[src/rtl/hdlc_rx_pkg.sv]
package hdlc_rx_pkg;
  localparam int          OCTET_W     = 8;
  localparam logic [7:0]  FLAG_OCTET  = 8'h7E;
  localparam logic [15:0] CRC16_POLY  = 16'h8408;
  localparam logic [15:0] CRC16_MAGIC = 16'hF0B8;
  localparam logic [31:0] CRC32_POLY  = 32'hEDB88320;
  localparam logic [31:0] CRC32_MAGIC = 32'hDEBB20E3;

  typedef struct packed {
    logic dbit;   // bit is payload
    logic run6;   // sixth one seen: held bits were flag/abort prefix
    logic flag;
    logic abort;
  } line_ev_t;
endpackage

[src/rtl/hdlc_destuff.sv]
module hdlc_destuff
  import hdlc_rx_pkg::*;
#(
  parameter int STUFF_RUN = 5
) (
  input  logic     clk_i,
  input  logic     rst_ni,
  input  logic     en_i,
  input  logic     vld_i,
  input  logic     bit_i,
  output line_ev_t ev_o
);
  localparam int CNT_W = $clog2(STUFF_RUN + 3);
  localparam logic [CNT_W-1:0] RUN_C = CNT_W'(STUFF_RUN);
  localparam logic [CNT_W-1:0] FLG_C = CNT_W'(STUFF_RUN + 1);
  localparam logic [CNT_W-1:0] SAT_C = CNT_W'(STUFF_RUN + 2);

  logic [CNT_W-1:0] ones_q, ones_d;

  always_comb begin
    ev_o   = '0;
    ones_d = ones_q;
    if (!en_i) begin
      ones_d = '0;
    end else if (vld_i) begin
      ev_o.dbit = ones_q < RUN_C;
      if (bit_i) begin
        if (ones_q != SAT_C) ones_d = ones_q + 1'b1;
        ev_o.run6  = ones_q == RUN_C;
        ev_o.abort = ones_q == FLG_C;
      end else begin
        ones_d    = '0;
        ev_o.flag = ones_q == FLG_C;
      end
    end
  end

  always_ff @(posedge clk_i or negedge rst_ni) begin
    if (!rst_ni) ones_q <= '0;
    else         ones_q <= ones_d;
  end
endmodule

[src/rtl/hdlc_octet_asm.sv]
module hdlc_octet_asm #(
  parameter int OCTET_W = 8,
  parameter int HOLD    = 6
) (
  input  logic               clk_i,
  input  logic               rst_ni,
  input  logic               clr_i,
  input  logic               drop_hold_i,
  input  logic               push_i,
  input  logic               bit_i,
  output logic               commit_o,
  output logic               commit_bit_o,
  output logic               done_o,
  output logic [OCTET_W-1:0] octet_o,
  output logic               partial_o
);
  localparam int HC_W = $clog2(HOLD + 1);
  localparam int AC_W = $clog2(OCTET_W);
  localparam logic [HC_W-1:0] HOLD_C = HC_W'(HOLD);
  localparam logic [AC_W-1:0] LAST_C = AC_W'(OCTET_W - 1);

  logic [HOLD-1:0]    hold_q;
  logic [HC_W-1:0]    hold_cnt_q;
  logic [OCTET_W-1:0] asm_q;
  logic [AC_W-1:0]    asm_cnt_q;

  // a bit is trusted once HOLD newer payload bits followed it
  assign commit_o     = push_i && (hold_cnt_q == HOLD_C);
  assign commit_bit_o = hold_q[0];
  assign done_o       = commit_o && (asm_cnt_q == LAST_C);
  assign octet_o      = {hold_q[0], asm_q[OCTET_W-1:1]};
  assign partial_o    = asm_cnt_q != '0;

  always_ff @(posedge clk_i or negedge rst_ni) begin
    if (!rst_ni) begin
      hold_q     <= '0;
      hold_cnt_q <= '0;
      asm_q      <= '0;
      asm_cnt_q  <= '0;
    end else if (clr_i) begin
      hold_cnt_q <= '0;
      asm_cnt_q  <= '0;
    end else begin
      if (drop_hold_i) begin
        hold_cnt_q <= '0;
      end else if (push_i) begin
        hold_q <= {bit_i, hold_q[HOLD-1:1]};
        if (hold_cnt_q != HOLD_C) hold_cnt_q <= hold_cnt_q + 1'b1;
      end
      if (commit_o) begin
        asm_q     <= {hold_q[0], asm_q[OCTET_W-1:1]};
        asm_cnt_q <= done_o ? '0 : asm_cnt_q + 1'b1;
      end
    end
  end
endmodule

[src/rtl/hdlc_crc_chk.sv]
module hdlc_crc_chk #(
  parameter int           W     = 16,
  parameter logic [W-1:0] POLY  = '0,
  parameter logic [W-1:0] MAGIC = '0
) (
  input  logic clk_i,
  input  logic rst_ni,
  input  logic init_i,
  input  logic upd_i,
  input  logic bit_i,
  output logic ok_o
);
  logic [W-1:0] crc_q;
  logic         fb;

  assign fb   = crc_q[0] ^ bit_i;
  assign ok_o = crc_q == MAGIC;

  always_ff @(posedge clk_i or negedge rst_ni) begin
    if (!rst_ni)     crc_q <= '1;
    else if (init_i) crc_q <= '1;
    else if (upd_i)  crc_q <= (crc_q >> 1) ^ (fb ? POLY : '0);
  end
endmodule

[src/rtl/hdlc_rx_deframer.sv]
module hdlc_rx_deframer
  import hdlc_rx_pkg::*;
#(
  parameter int STUFF_RUN = 5
) (
  input  logic               clk_i,
  input  logic               rst_ni,
  input  logic               en_i,
  input  logic               crc32_sel_i,
  input  logic               bit_vld_i,
  input  logic               bit_i,
  output logic [OCTET_W-1:0] data_o,
  output logic               strobe_o,
  output logic               idle_o,
  output logic               valfcs_o
);
  localparam int HOLD = STUFF_RUN + 1;

  line_ev_t           ev;
  logic               hunting_q, in_msg_q;
  logic               push, clr;
  logic               commit, commit_bit, done, partial;
  logic [OCTET_W-1:0] octet;
  logic               ok16, ok32, fcs_ok;
  logic [OCTET_W-1:0] data_q;
  logic               strobe_q, idle_q, valfcs_q;

  hdlc_destuff #(.STUFF_RUN(STUFF_RUN)) u_destuff (
    .clk_i, .rst_ni, .en_i,
    .vld_i(bit_vld_i), .bit_i,
    .ev_o (ev)
  );

  assign push = ev.dbit && !hunting_q;
  assign clr  = ev.flag || ev.abort || !en_i;

  hdlc_octet_asm #(.OCTET_W(OCTET_W), .HOLD(HOLD)) u_asm (
    .clk_i, .rst_ni,
    .clr_i       (clr),
    .drop_hold_i (ev.run6),
    .push_i      (push),
    .bit_i       (bit_i),
    .commit_o    (commit),
    .commit_bit_o(commit_bit),
    .done_o      (done),
    .octet_o     (octet),
    .partial_o   (partial)
  );

  hdlc_crc_chk #(.W(16), .POLY(CRC16_POLY), .MAGIC(CRC16_MAGIC)) u_crc16 (
    .clk_i, .rst_ni, .init_i(clr), .upd_i(commit), .bit_i(commit_bit), .ok_o(ok16)
  );

  hdlc_crc_chk #(.W(32), .POLY(CRC32_POLY), .MAGIC(CRC32_MAGIC)) u_crc32 (
    .clk_i, .rst_ni, .init_i(clr), .upd_i(commit), .bit_i(commit_bit), .ok_o(ok32)
  );

  assign fcs_ok = (crc32_sel_i ? ok32 : ok16) && !partial;

  always_ff @(posedge clk_i or negedge rst_ni) begin
    if (!rst_ni) begin
      hunting_q <= 1'b1;
      in_msg_q  <= 1'b0;
      data_q    <= '0;
      strobe_q  <= 1'b0;
      idle_q    <= 1'b1;
      valfcs_q  <= 1'b0;
    end else begin
      strobe_q <= 1'b0;
      if (!en_i) begin
        hunting_q <= 1'b1;
        in_msg_q  <= 1'b0;
      end else if (ev.flag) begin
        hunting_q <= 1'b0;
        in_msg_q  <= 1'b0;
        strobe_q  <= 1'b1;
        data_q    <= FLAG_OCTET;
        idle_q    <= 1'b1;
        // a flag that closes nothing clears a pending abort code
        valfcs_q  <= in_msg_q ? fcs_ok : (valfcs_q && idle_q);
      end else if (ev.abort) begin
        hunting_q <= 1'b1;
        in_msg_q  <= 1'b0;
        if (in_msg_q) begin
          idle_q   <= 1'b0;
          valfcs_q <= 1'b1;
        end
      end else if (done) begin
        strobe_q <= 1'b1;
        data_q   <= octet;
        in_msg_q <= 1'b1;
        if (!in_msg_q) begin
          idle_q   <= 1'b0;
          valfcs_q <= 1'b0;
        end
      end
    end
  end

  assign data_o   = data_q;
  assign strobe_o = strobe_q;
  assign idle_o   = idle_q;
  assign valfcs_o = valfcs_q;
endmodule

[config.mk]
export PLATFORM = sky130hd
export DESIGN_NAME = hdlc_rx_deframer
export DESIGN_NICKNAME = d
export VERILOG_FILES = /design/src/rtl/hdlc_rx_pkg.sv /design/src/rtl/hdlc_destuff.sv /design/src/rtl/hdlc_octet_asm.sv /design/src/rtl/hdlc_crc_chk.sv /design/src/rtl/hdlc_rx_deframer.sv
export SDC_FILE = /design/constraint.sdc
export NUM_CORES = 1
export LEC_CHECK = 0
export ABC_CLOCK_PERIOD_IN_PS = 6550
export BUFFER_PORTS_ARGS = -buffer_cell sky130_fd_sc_hd__clkbuf_2
export CORE_MARGIN = 5
export CORE_UTILIZATION = 25
export DETAILED_ROUTE_END_ITERATION = 10
export PLACE_DENSITY = 0.51
export SETUP_SLACK_MARGIN = 0.2
export SLEW_MARGIN = 20
export SYNTH_ARGS = -nofsm -noshare
export SYNTH_HDL_FRONTEND = slang
export SYNTH_HIERARCHICAL = 1
export SYNTH_SLANG_ARGS = --single-unit
[constraint.sdc]
create_clock -name clk_i -period 6.55 [get_ports clk_i]
set_clock_uncertainty 0.1 [all_clocks]
set_input_delay 0.3275 -clock clk_i [delete_from_list [all_inputs] [get_ports clk_i]]
set_output_delay 0.3275 -clock clk_i [all_outputs]
set_load 0.01 [all_outputs]
* Word level (Yosys, flattened, before mapping)
Cells that the tools add are included.
Word-level totals: flip-flop bits (word level) 84, bits of input ports 6, output and inout bits 11, word-level logic and storage cells 106
Operators by class: add/sub/neg operators 3, $lt $le $gt $ge 1, equality and inequality tests 15, mux-type cells 46, bitwise gates (word level) 6, reductions and logical operators 22
Operator list (number):
- $mux W32 | 3
- $mux W16 | 3
- $mux W3 | 11
- $eq A32 B32 Y1 const B | 1
- $xor A31 B32 Y32 | 1
- $mux W1 | 24
- $mux W8 | 3
- $eq A16 B16 Y1 const B | 1
- $xor A15 B16 Y16 | 1
- $eq A3 B3 Y1 const B | 4
- $reduce_bool A3 Y1 | 4
- $add A3 B1 Y3 const B | 3
- $ne A3 B3 Y1 const B | 3
- $mux W4 | 2
- $ne A3 B1 Y1 const B | 2
- $reduce_and A2 Y1 | 3
- $reduce_and A3 Y1 | 2
- $logic_and A1 B1 Y1 | 5
- $ne A2 B1 Y1 const B | 2
- $ne A4 B1 Y1 const B | 1
- $reduce_and A4 Y1 | 1
- $reduce_bool A2 Y1 | 2
- $logic_not A1 Y1 | 3
- $lt A3 B3 Y1 const B | 1
- 4 further kinds | 7

* Depth between registers and ports, before layout
Gate-level depths: netlist (run 1).
word-level depth 11, gate-level depth with buffers 10, gate-level depth less buffers 9

* Modules after synthesis
The synthesis (run 1) kept the hierarchy.
By module, submodules not included:
- hdlc_crc_chk (u_crc32) | times used 1, cells each 134, area each 1526.5 µm²
- hdlc_octet_asm | times used 1, cells each 68, area each 928.4 µm²
- hdlc_crc_chk (u_crc16) | times used 1, cells each 62, area each 797.0 µm²
- hdlc_rx_deframer | times used 1, cells each 58, area each 618.1 µm²
- hdlc_destuff | times used 1, cells each 28, area each 259.0 µm²

* Worst setup path after synthesis (run 1)
No wires, ideal clock.
path kind reg-to-reg, start point reg u_destuff.ones_q[0], end point reg u_asm.hold_q[0], arrival time 2.073 ns, data required time 6.325 ns, setup slack 4.252 ns, stages on the path, launching flop included 11, buffers on the path 2, clock period less this slack 2.298 ns, path through dfrtp_1 > inv_1 > ha_1 > and3b_1 > buf_2 > nor2_1 > nand2_1 > nor2_2 > and2_4 > buf_6 > mux2_4
RTL lines:
- start: declaration | line hdlc_destuff.sv:18 | logic [CNT_W-1:0] ones_q, ones_d;
- start signal: assignment | line hdlc_destuff.sv:40 | else ones_q <= ones_d;
- end signal: assignment | line hdlc_octet_asm.sv:47 | hold_q <= {bit_i, hold_q[HOLD-1:1]};
- end: declaration | line hdlc_octet_asm.sv:22 | logic [HOLD-1:0] hold_q;

==> results of run 1 <==
==> cell usage in the layout (no fill, tap or decap), drive strengths merged, types with 2 or more instances in the layout <==
cell | Yosys | layout
or4 | 2 | 2
nand4b | 5 | 5
clkbuf | 9 | 25
xor2 | 14 | 14
buf | 12 | 2
a21boi | 2 | 2
nand4bb | 3 | 3
bufinv | 0 | 4
nand2b | 5 | 5
a31oi | 2 | 2
mux2 | 15 | 15
nor4b | 2 | 2
and3 | 4 | 4
a21oi | 17 | 17
nand4 | 3 | 3
nand2 | 11 | 11
mux2i | 8 | 8
ha | 9 | 9
inv | 14 | 14
xnor2 | 2 | 2
clkinv | 0 | 2
nor2 | 14 | 14
o21ai | 18 | 18
nand3 | 3 | 3
nor2b | 22 | 22
a211o | 34 | 34
dfstp | 50 | 50
xor3 | 2 | 2
and2 | 18 | 18
nor3 | 2 | 2
dfrtp | 33 | 33
nand3b | 2 | 2
==> area by class of cell <==
cell class / count / area share
Inverter: 14 / 0.0111
Clock inverter: 6 / 0.0290
Multi-Input combinational cell: 232 / 0.383
Tap cell: 220 / 0.0580
Sequential cell: 83 / 0.451
Timing Repair Buffer: 17 / 0.0198
Clock buffer: 10 / 0.0482
==> metrics by stage <==
stage / total power, mW / worst slack, ps / hold slack [ps] / util / cell area, sq um
2_1_floorplan: 0.533 / 4250 / -68.1 / - / 4130
3_3_place_gp: 0.549 / 3250 / 387 / 0.267 / 4380
3_5_place_dp: 0.549 / 3110 / 393 / 0.267 / 4380
4_1_cts: 1.17 / 3110 / 123 / 0.289 / 4740
5_1_grt: 1.20 / 2800 / 25.8 / 0.289 / 4750
6_report: 1.16 / 3230 / -58.3 / 0.289 / 4750
==> worst max path at each step <==
stage	cells past startpoint	slack (ps)	end	from
after floorplan	10	4250	u_asm/hold_q[0]	u_destuff/ones_q[0]
after global placement	9	3250	data_o[0]	u_destuff/ones_q[0]
after detailed placement	7	3110	u_crc32/crc_q[25]	u_destuff/ones_q[0]
after CTS	7	3110	u_crc32/crc_q[25]	u_destuff/ones_q[0]
after global routing	9	2800	data_o[7]	u_destuff/ones_q[0]
final	9	3230	data_o[7]	u_destuff/ones_q[0]
==> per-layer routing <==
layer,routed length [microns],vias up
li1,-,1252
met1,3830,1303
met2,3310,34
met3,235,9
met4,138,0
met5,0,-
==> registers in the layout (all words and copies together) (netlist names), 3 cells and up <==
signal / count
u_crc32/crc_q: 32
u_crc16/crc_q: 16
data_o: 8
u_asm/asm_q: 7
u_asm/hold_q: 6
u_asm/asm_cnt_q: 3
u_asm/hold_cnt_q: 3
u_destuff/ones_q: 3
==> power groups by stage <==
stage | Clock, mW | Sequential (mW) | Combinational [mW]
after floorplan | 0 | 0.524 | 0.00856
after global placement | 0 | 0.524 | 0.0246
after detailed placement | 0 | 0.524 | 0.0251
after CTS | 0.633 | 0.516 | 0.0252
after global routing | 0.656 | 0.516 | 0.0288
final | 0.615 | 0.516 | 0.0243
==> logic make-up after synthesis <==
family	after synthesis
AOI/OAI and AO/OA	80
adders and majority gates	9
muxes	23
and+or+nand+nor	102
buffers and inverters	35
xor gates and xnor gates	18
DFF	83
==> summary.md, run 1 <==
| Metric | Value |
|---|---|
| Status | finished, violations left |
| Failing checks | hold timing |
| Vias | 2598 |
| # nets final | 372 |
| Slew Limit Fails | 0 |
| Measured slew at the worst slew-check pin | 1020 ps |
| Grt ovf | 0 |
| CTS Buf Count | 9 |
| Footprint of the multi-input gates | 1820 sq um |
| Main synth FF type | dfstp_2 |
| Critical-path top delay cell | inv_2 |
| Maxcap violations | 0 |
| RD Place Congestion | 0.707 |
| RSZ-0062 raised after global routing | false |
| DIE AREA | 19200 sq um |
| Post-Synth Simple-Gate Area | 0.156 |
| DRT Pass-1 Iters | 4 |
| Syn Inst Count | 350 |
| Layout Cells excl Fill | 582 |
| Compound-gate portion of the synthesized area | 0.135 |
| Peak supply drop | 0.128 mV |
| Min Tclk post-route | 3320 ps |
| Grt met2 use | 0.117 |
| Data arrival, critical path | 3440 ps |
| Ranking of synthesized cells by area | dfstp_2 (32%), dfrtp_1 (20%), a211o_1 (7.0%) |
| Slew headroom | 0.317 |
| Sw Ratio | 0.193 |
| Max Freq | 301 MHz |
| Worst setup SP type | register |
| Top Usage Layer GRT | met2 |
| Iteration-0 DRC Markers | 182 |
| Pint | 932 uW |
| Worst-path cell chain | o21ai_0 > and3_1 > nor2b_1 > nand3_2 > inv_2 > and2_2 > nor2b_1 > o21a_1 > mux2_4 |
| Gate power share | 0.021 |
| Most common cell in the netlist | dfstp_2 |
| Gr usage total | 0.0802 |
| Ys Warns | 6 |
| Post-synth EDFFs | 0 |
| Hold Worst Slack | -58.3 ps |
| Leakage | 1.88 nW |
| Synth Area in Adders | 0.0273 |
| Sequential share of power | 0.447 |
| Crit share post-route | 0.507 |
| Synth Register Bits | 83 |
| Filler cell count | 1668 |
| Share of cells above drive strength 1 | 0.309 |
| Routed Antenna Nets | 0 |
| CTS sink count | 83 |
| Fin. Hold Viols | 33 |
| First-pass GRT wire length | 12800 microns |
| Distinct cells, synth | 57 |
| Setup_tns | 0 ps |
| P&R area growth vs syn | 14.9% |
| DIE HEIGHT | 139 microns |
| Critical Path RT | 6670 ps |
| CTS tree | built |
| Crit Path Max Fanout | 59 |
| CP bufs+invs | 1 |
| Number of global-route vias before repair | 2549 |
| PD cells | 243 nW/um^2 |
| Leading area contributor after synthesis | dfstp_2 |
| Root Buffer | clkbuf_16 |
| Clock insertion delay at the later pin of the skew report | 330 ps |
| NetSw | 223 uW |
| FP Rows | 47 |
| IO buf count | 16 |
| Hold bufs inserted after CTS | 0 |
| Vias/cell | 4.46 |
| Worst Hold Class | in2async |
| Largest family of logic cells by synthesized area | simple AND/OR/NAND/NOR gates |
| Width of the die | 139 microns |
| Setup slack, reg-to-reg | 3230 ps |
| Most frequent CP cell | nor2b_1 |
| Largest stage delay, worst path | 670 ps |
| GRT met3 Usage | 0.0193 |
| Mux contribution to synthesized area | 0.0739 |
| Core area | 16400 sq um |
| Syn nets | 365 |
| Worst reg-to-reg path cell count | 9 |
| Clock power frac | 0.532 |
| Initial antenna violation count | 0 |
| Post-CTS setup buffer count | 0 |
| Post-DP HPWL | 4460 microns |
| Cts repair resizes | 0 |
| Setup crit end kind | register |
| Avg Cell Area, Syn | 11.8 sq um |
| DR WL/cell | 12.9 microns |
| Initial Utilization | 0.252 |
| Synthesized area | 4130 sq um |
| CP delay by family, top | simple AND/OR/NAND/NOR gates |
| CTS H-tree lvls | 3 |
| # diodes | 0 |
| RR Endpoint | data_o[7] |
| Post-synthesis xor/xnor area fraction | 0.0473 |
| Met1 global-route usage | 0.113 |
| FF+latch area | 2140 sq um |
| Routed wire length | 7510 microns |
| I/O Pins | 17 |
| Async set or reset register ratio after synthesis | 1.00 |
| Largest net degree at the start of global routing | 84 |
| Top cell type's share of synthesized area | 0.318 |
| Post-route DRC | 0 |
| Post-synthesis sequential area ratio | 0.518 |
| Reg clk slew, reported paths | 60 ps |
| Kind of critical path | reg2reg |
| Placed Instances | 566 |
| Worst r2r src | u_destuff/ones_q[0] |
| Synth top cells by count | dfstp_2 (50), a211o_1 (33), dfrtp_1 (33) |
| Max clock buf depth | 2 |
| Final setup fails | 0 |
Power figures use the tool's default switching activity.
==> run 2, diff against run 1 <==
--- a/config.mk
+++ b/config.mk
@@ -5,12 +5,13 @@
 export SDC_FILE = /design/constraint.sdc
 export NUM_CORES = 1
 export LEC_CHECK = 0
-export ABC_CLOCK_PERIOD_IN_PS = 6550
+export ABC_AREA = 1
+export ABC_CLOCK_PERIOD_IN_PS = 2710
 export BUFFER_PORTS_ARGS = -buffer_cell sky130_fd_sc_hd__clkbuf_2
 export CORE_MARGIN = 5
 export CORE_UTILIZATION = 25
 export DETAILED_ROUTE_END_ITERATION = 10
-export PLACE_DENSITY = 0.51
+export PLACE_DENSITY = 0.52
 export SETUP_SLACK_MARGIN = 0.2
 export SLEW_MARGIN = 20
 export SYNTH_ARGS = -nofsm -noshare
==> constraint.sdc (replaced) <==
create_clock -name clk_i -period 2.71 [get_ports clk_i]
set_clock_uncertainty 0.1 [all_clocks]
set_input_delay 0.1355 -clock clk_i [delete_from_list [all_inputs] [get_ports clk_i]]
set_output_delay 0.1355 -clock clk_i [all_outputs]
set_load 0.01 [all_outputs]
==> run 2 against run 1 <==
The run now ends clean. Global-route usage up 1.6 points. Cell area up 4.7%. Setup slack worse by 2900 ps. Non-clock buffer count up 13. First-iteration DRC count down 8.8%. Sequential share of layout area down 2.0 points. Routed wire length up 21%. Sequential power up 140%. Die area up 4.9%. Register-to-register slack worse by 2900 ps. Count of clock-buffer cells in the layout up 3. Flip-flop and latch count unchanged. Critical path type unchanged. Largest power group is now registers. Highest routed layer unchanged.
==> summary.md, run 2 <==
| Metric | Value |
|---|---|
| Worst reg-to-reg path cell count | 8 (was 9) |
| Syn nets | 517 (was 365) |
| Critical-path top delay cell | nor2_2 (was inv_2) |
| I/O Pins | 17 (unchanged) |
| Gr usage total | 0.0964 (was 0.0802) |
| FP Rows | 48 (was 47) |
| Measured slew at the worst slew-check pin | 811 ps (was 1020 ps) |
| Min Tclk post-route | 2390 ps (was 3320 ps) |
| Post-placement cell area | 4610 sq um (was 4380 sq um) |
| Ranking of synthesized cells by area | dfstp_2 (30%), dfrtp_1 (19%), nand2_1 (13%) (was dfstp_2 (32%), dfrtp_1 (20%), a211o_1 (7.0%)) |
| Crit Path Max Fanout | 14 (was 59) |
| IO buf count | 16 (unchanged) |
| CTS sink count | 83 (unchanged) |
| Setup WS post-layout | 325 ps (was 3230 ps) |
| Max clock buf depth | 2 (unchanged) |
| Most common cell after layout, fill and taps aside | nand2_1 (was dfstp_2) |
| Finished Core Util | 0.289 (about the same) |
| Largest stage delay, worst path | 700 ps (was 670 ps) |
| Synthesized area | 4350 sq um (was 4130 sq um) |
| Syn Inst Count | 502 (was 350) |
| Reg clk slew, reported paths | 60 ps (about the same) |
| First-pass GRT wire length | 15700 microns (was 12800 microns) |
| Root Buffer | clkbuf_16 (unchanged) |
| Initial Utilization | 0.253 (was 0.252) |
| Crit share post-route | 0.880 (was 0.507) |
| DIE AREA | 20100 sq um (was 19200 sq um) |
| Post-synth EDFFs | 0 (unchanged) |
| Post-route DRC | 0 (unchanged) |
| Ys Warns | 6 (unchanged) |
| Final Cell Area | 4970 sq um (was 4750 sq um) |
| Share of cells above drive strength 1 | 0.285 (was 0.309) |
| Vias | 3232 (was 2598) |
| Avg Cell Area, Syn | 8.66 sq um (was 11.8 sq um) |
| Async set or reset register ratio after synthesis | 1.00 (unchanged) |
| Slew Limit Fails | 0 (unchanged) |
| DIE HEIGHT | 142 microns (was 139 microns) |
| Max Freq | 419 MHz (was 301 MHz) |
| Worst-path cell chain | inv_1 > ha_1 > nand2_1 > nor2_1 > nor2_1 > nand2_2 > nor2_2 > a22oi_1 (was o21ai_0 > and3_1 > nor2b_1 > nand3_2 > inv_2 > and2_2 > nor2b_1 > o21a_1 > mux2_4) |
| WHS Endpoint | u_asm/hold_q[5] |
| RR Endpoint | u_crc16/crc_q[15] (was data_o[7]) |
| # nets final | 543 (was 372) |
| Layout Cells excl Fill | 758 (was 582) |
| Iteration-0 DRC Markers | 166 (was 182) |
| Largest Register | u_crc32/crc_q (unchanged) |
| Synth Register Bits | 83 (unchanged) |
| Routed Antenna Nets | 0 (unchanged) |
| CP delay by family, top | simple AND/OR/NAND/NOR gates (unchanged) |
| Width of the die | 142 microns (was 139 microns) |
| Largest net degree at the start of global routing | 54 (was 84) |
| Routed wire length | 9100 microns (was 7510 microns) |
| Setup_tns | 0 ps (unchanged) |
| Maxcap violations | 0 (unchanged) |
| PD cells | 514 nW/um^2 (was 243 nW/um^2) |
| Distinct cells, synth | 29 (was 57) |
| Overall power | 2.56 mW (was 1.16 mW) |
| DRT Pass-1 Iters | 5 (was 4) |
| Worst setup SP type | register (unchanged) |
| RSZ-0062 raised after global routing | true (was false) |
| Fin. Hold Viols | 0 (was 33) |
| Setup crit end kind | register (unchanged) |
| CTS tree | built (unchanged) |
| Vias/cell | 4.26 (was 4.46) |
| Leading area contributor after synthesis | dfstp_2 (unchanged) |
| Leakage | 2.53 nW (was 1.88 nW) |
| Data arrival, critical path | 2510 ps (was 3440 ps) |
| Number of global-route vias before repair | 3282 (was 2549) |
| Core area | 17200 sq um (was 16400 sq um) |
| Initial antenna violation count | 0 (unchanged) |
| CP bufs+invs | 1 (unchanged) |
| P&R area growth vs syn | 14.3% (was 14.9%) |
| Most frequent CP cell | nor2_1 (was nor2b_1) |
| Setup slack, reg-to-reg | 320 ps (was 3230 ps) |
| Clock insertion delay at the later pin of the skew report | 340 ps (was 330 ps) |
| Footprint of the multi-input gates | 1760 sq um (was 1820 sq um) |
| Max reg flops | 32 (unchanged) |
| Worst Hold Class | in2reg (was in2async) |
| RD Place Congestion | 0.757 (was 0.707) |
| Hold depth | 3 |
| CTS Buf Count | 9 (unchanged) |
| Commonest cells after routing, fill and taps aside | nand2_1 (146), inv_1 (70), dfstp_2 (50) (was dfstp_2 (50), dfrtp_1 (33), a211o_1 (33)) |
| CTS H-tree lvls | 3 (unchanged) |
| DP Worst Slack | 229 ps (was 3110 ps) |
| FF+latch area | 2140 sq um (unchanged) |
| DR WL/cell | 12.0 microns (was 12.9 microns) |
| Status | complete, no violations (was finished, violations left) |
| Kind of critical path | reg2reg (unchanged) |
| Hold path start | bit_i |
| Worst r2r src | u_destuff/ones_q[0] (unchanged) |
| Post-synthesis sequential area ratio | 0.492 (was 0.518) |
| Most common cell in the netlist | nand2_1 (was dfstp_2) |
| Synth top cells by count | nand2_1 (147), inv_1 (70), dfstp_2 (50) (was dfstp_2 (50), a211o_1 (33), dfrtp_1 (33)) |
| Placed Instances | 735 (was 566) |
| Final setup fails | 0 (unchanged) |
| Filler cell count | 1843 (was 1668) |
| # diodes | 0 (unchanged) |
| Hold Worst Slack | 35.2 ps (was -58.3 ps) |
| Critical Path RT | 2840 ps (was 6670 ps) |
| Post-DP HPWL | 6070 microns (was 4460 microns) |
| Peak supply drop | 0.294 mV (was 0.128 mV) |
| Top cell type's share of synthesized area | 0.302 (was 0.318) |
| Slew headroom | 0.459 (was 0.317) |
| Main synth FF type | dfstp_2 (unchanged) |
| Grt ovf | 0 (unchanged) |
run 2: logic make-up after synthesis:
kind of cell	count (synthesis)	share of synthesized area
simple gates	250	0.262
flops	83	0.492
fa+ha+maj	9	0.0259
buf+inv	95	0.104
compound gates	65	0.116
run 2: cell type report:
class                   instances  area share
well taps                     225      0.0567
clock inverters                 3     0.00806
flip-flops and latches         83       0.431
clock buffers                  13      0.0484
repair buffers                 30      0.0408
inverters                      80      0.0609
multi-input cells             324       0.355
run 2: metal layers:
metal / wire length [microns] / track usage
met1: 4270 / 0.125
met2: 4370 / 0.154
met3: 269 / 0.0212
met4: 182 / 0.0434
met5: 0 / 0
run 2: what timing repair did:
item                                    4_1_cts  5_1_grt
hold endpoints to repair                     33        0
resized for setup                             0        2
hold buffers                                  1        0
endpoints found under the setup margin        0       40
setup buffers                                 0        6
run 2: worst min-delay path: stages:
cell and delay (ps):
clkbuf_2 140, nand3_1 100, nand2_1 60
run 2: power breakdown:
part | internal (mW) | switching [mW]
Sequential | 1.26 | 0.00717
Combinational | 0.0283 | 0.0755
Clock | 0.712 | 0.475
run 2: how the worst max path moves through the flow:
stage	startpoint	to	slack, ps	cells after the start
final	u_destuff/ones_q[0]	u_crc16/crc_q[15]	320	8
after global routing	u_destuff/ones_q[0]	u_crc16/crc_q[9]	90	8
after CTS	u_destuff/ones_q[0]	u_crc16/crc_q[15]	210	8
after detailed placement	u_destuff/ones_q[0]	u_crc16/crc_q[11]	230	8
after global placement	u_destuff/ones_q[0]	u_crc16/crc_q[9]	310	8
after floorplan	u_destuff/ones_q[0]	u_crc32/crc_q[0]	550	11
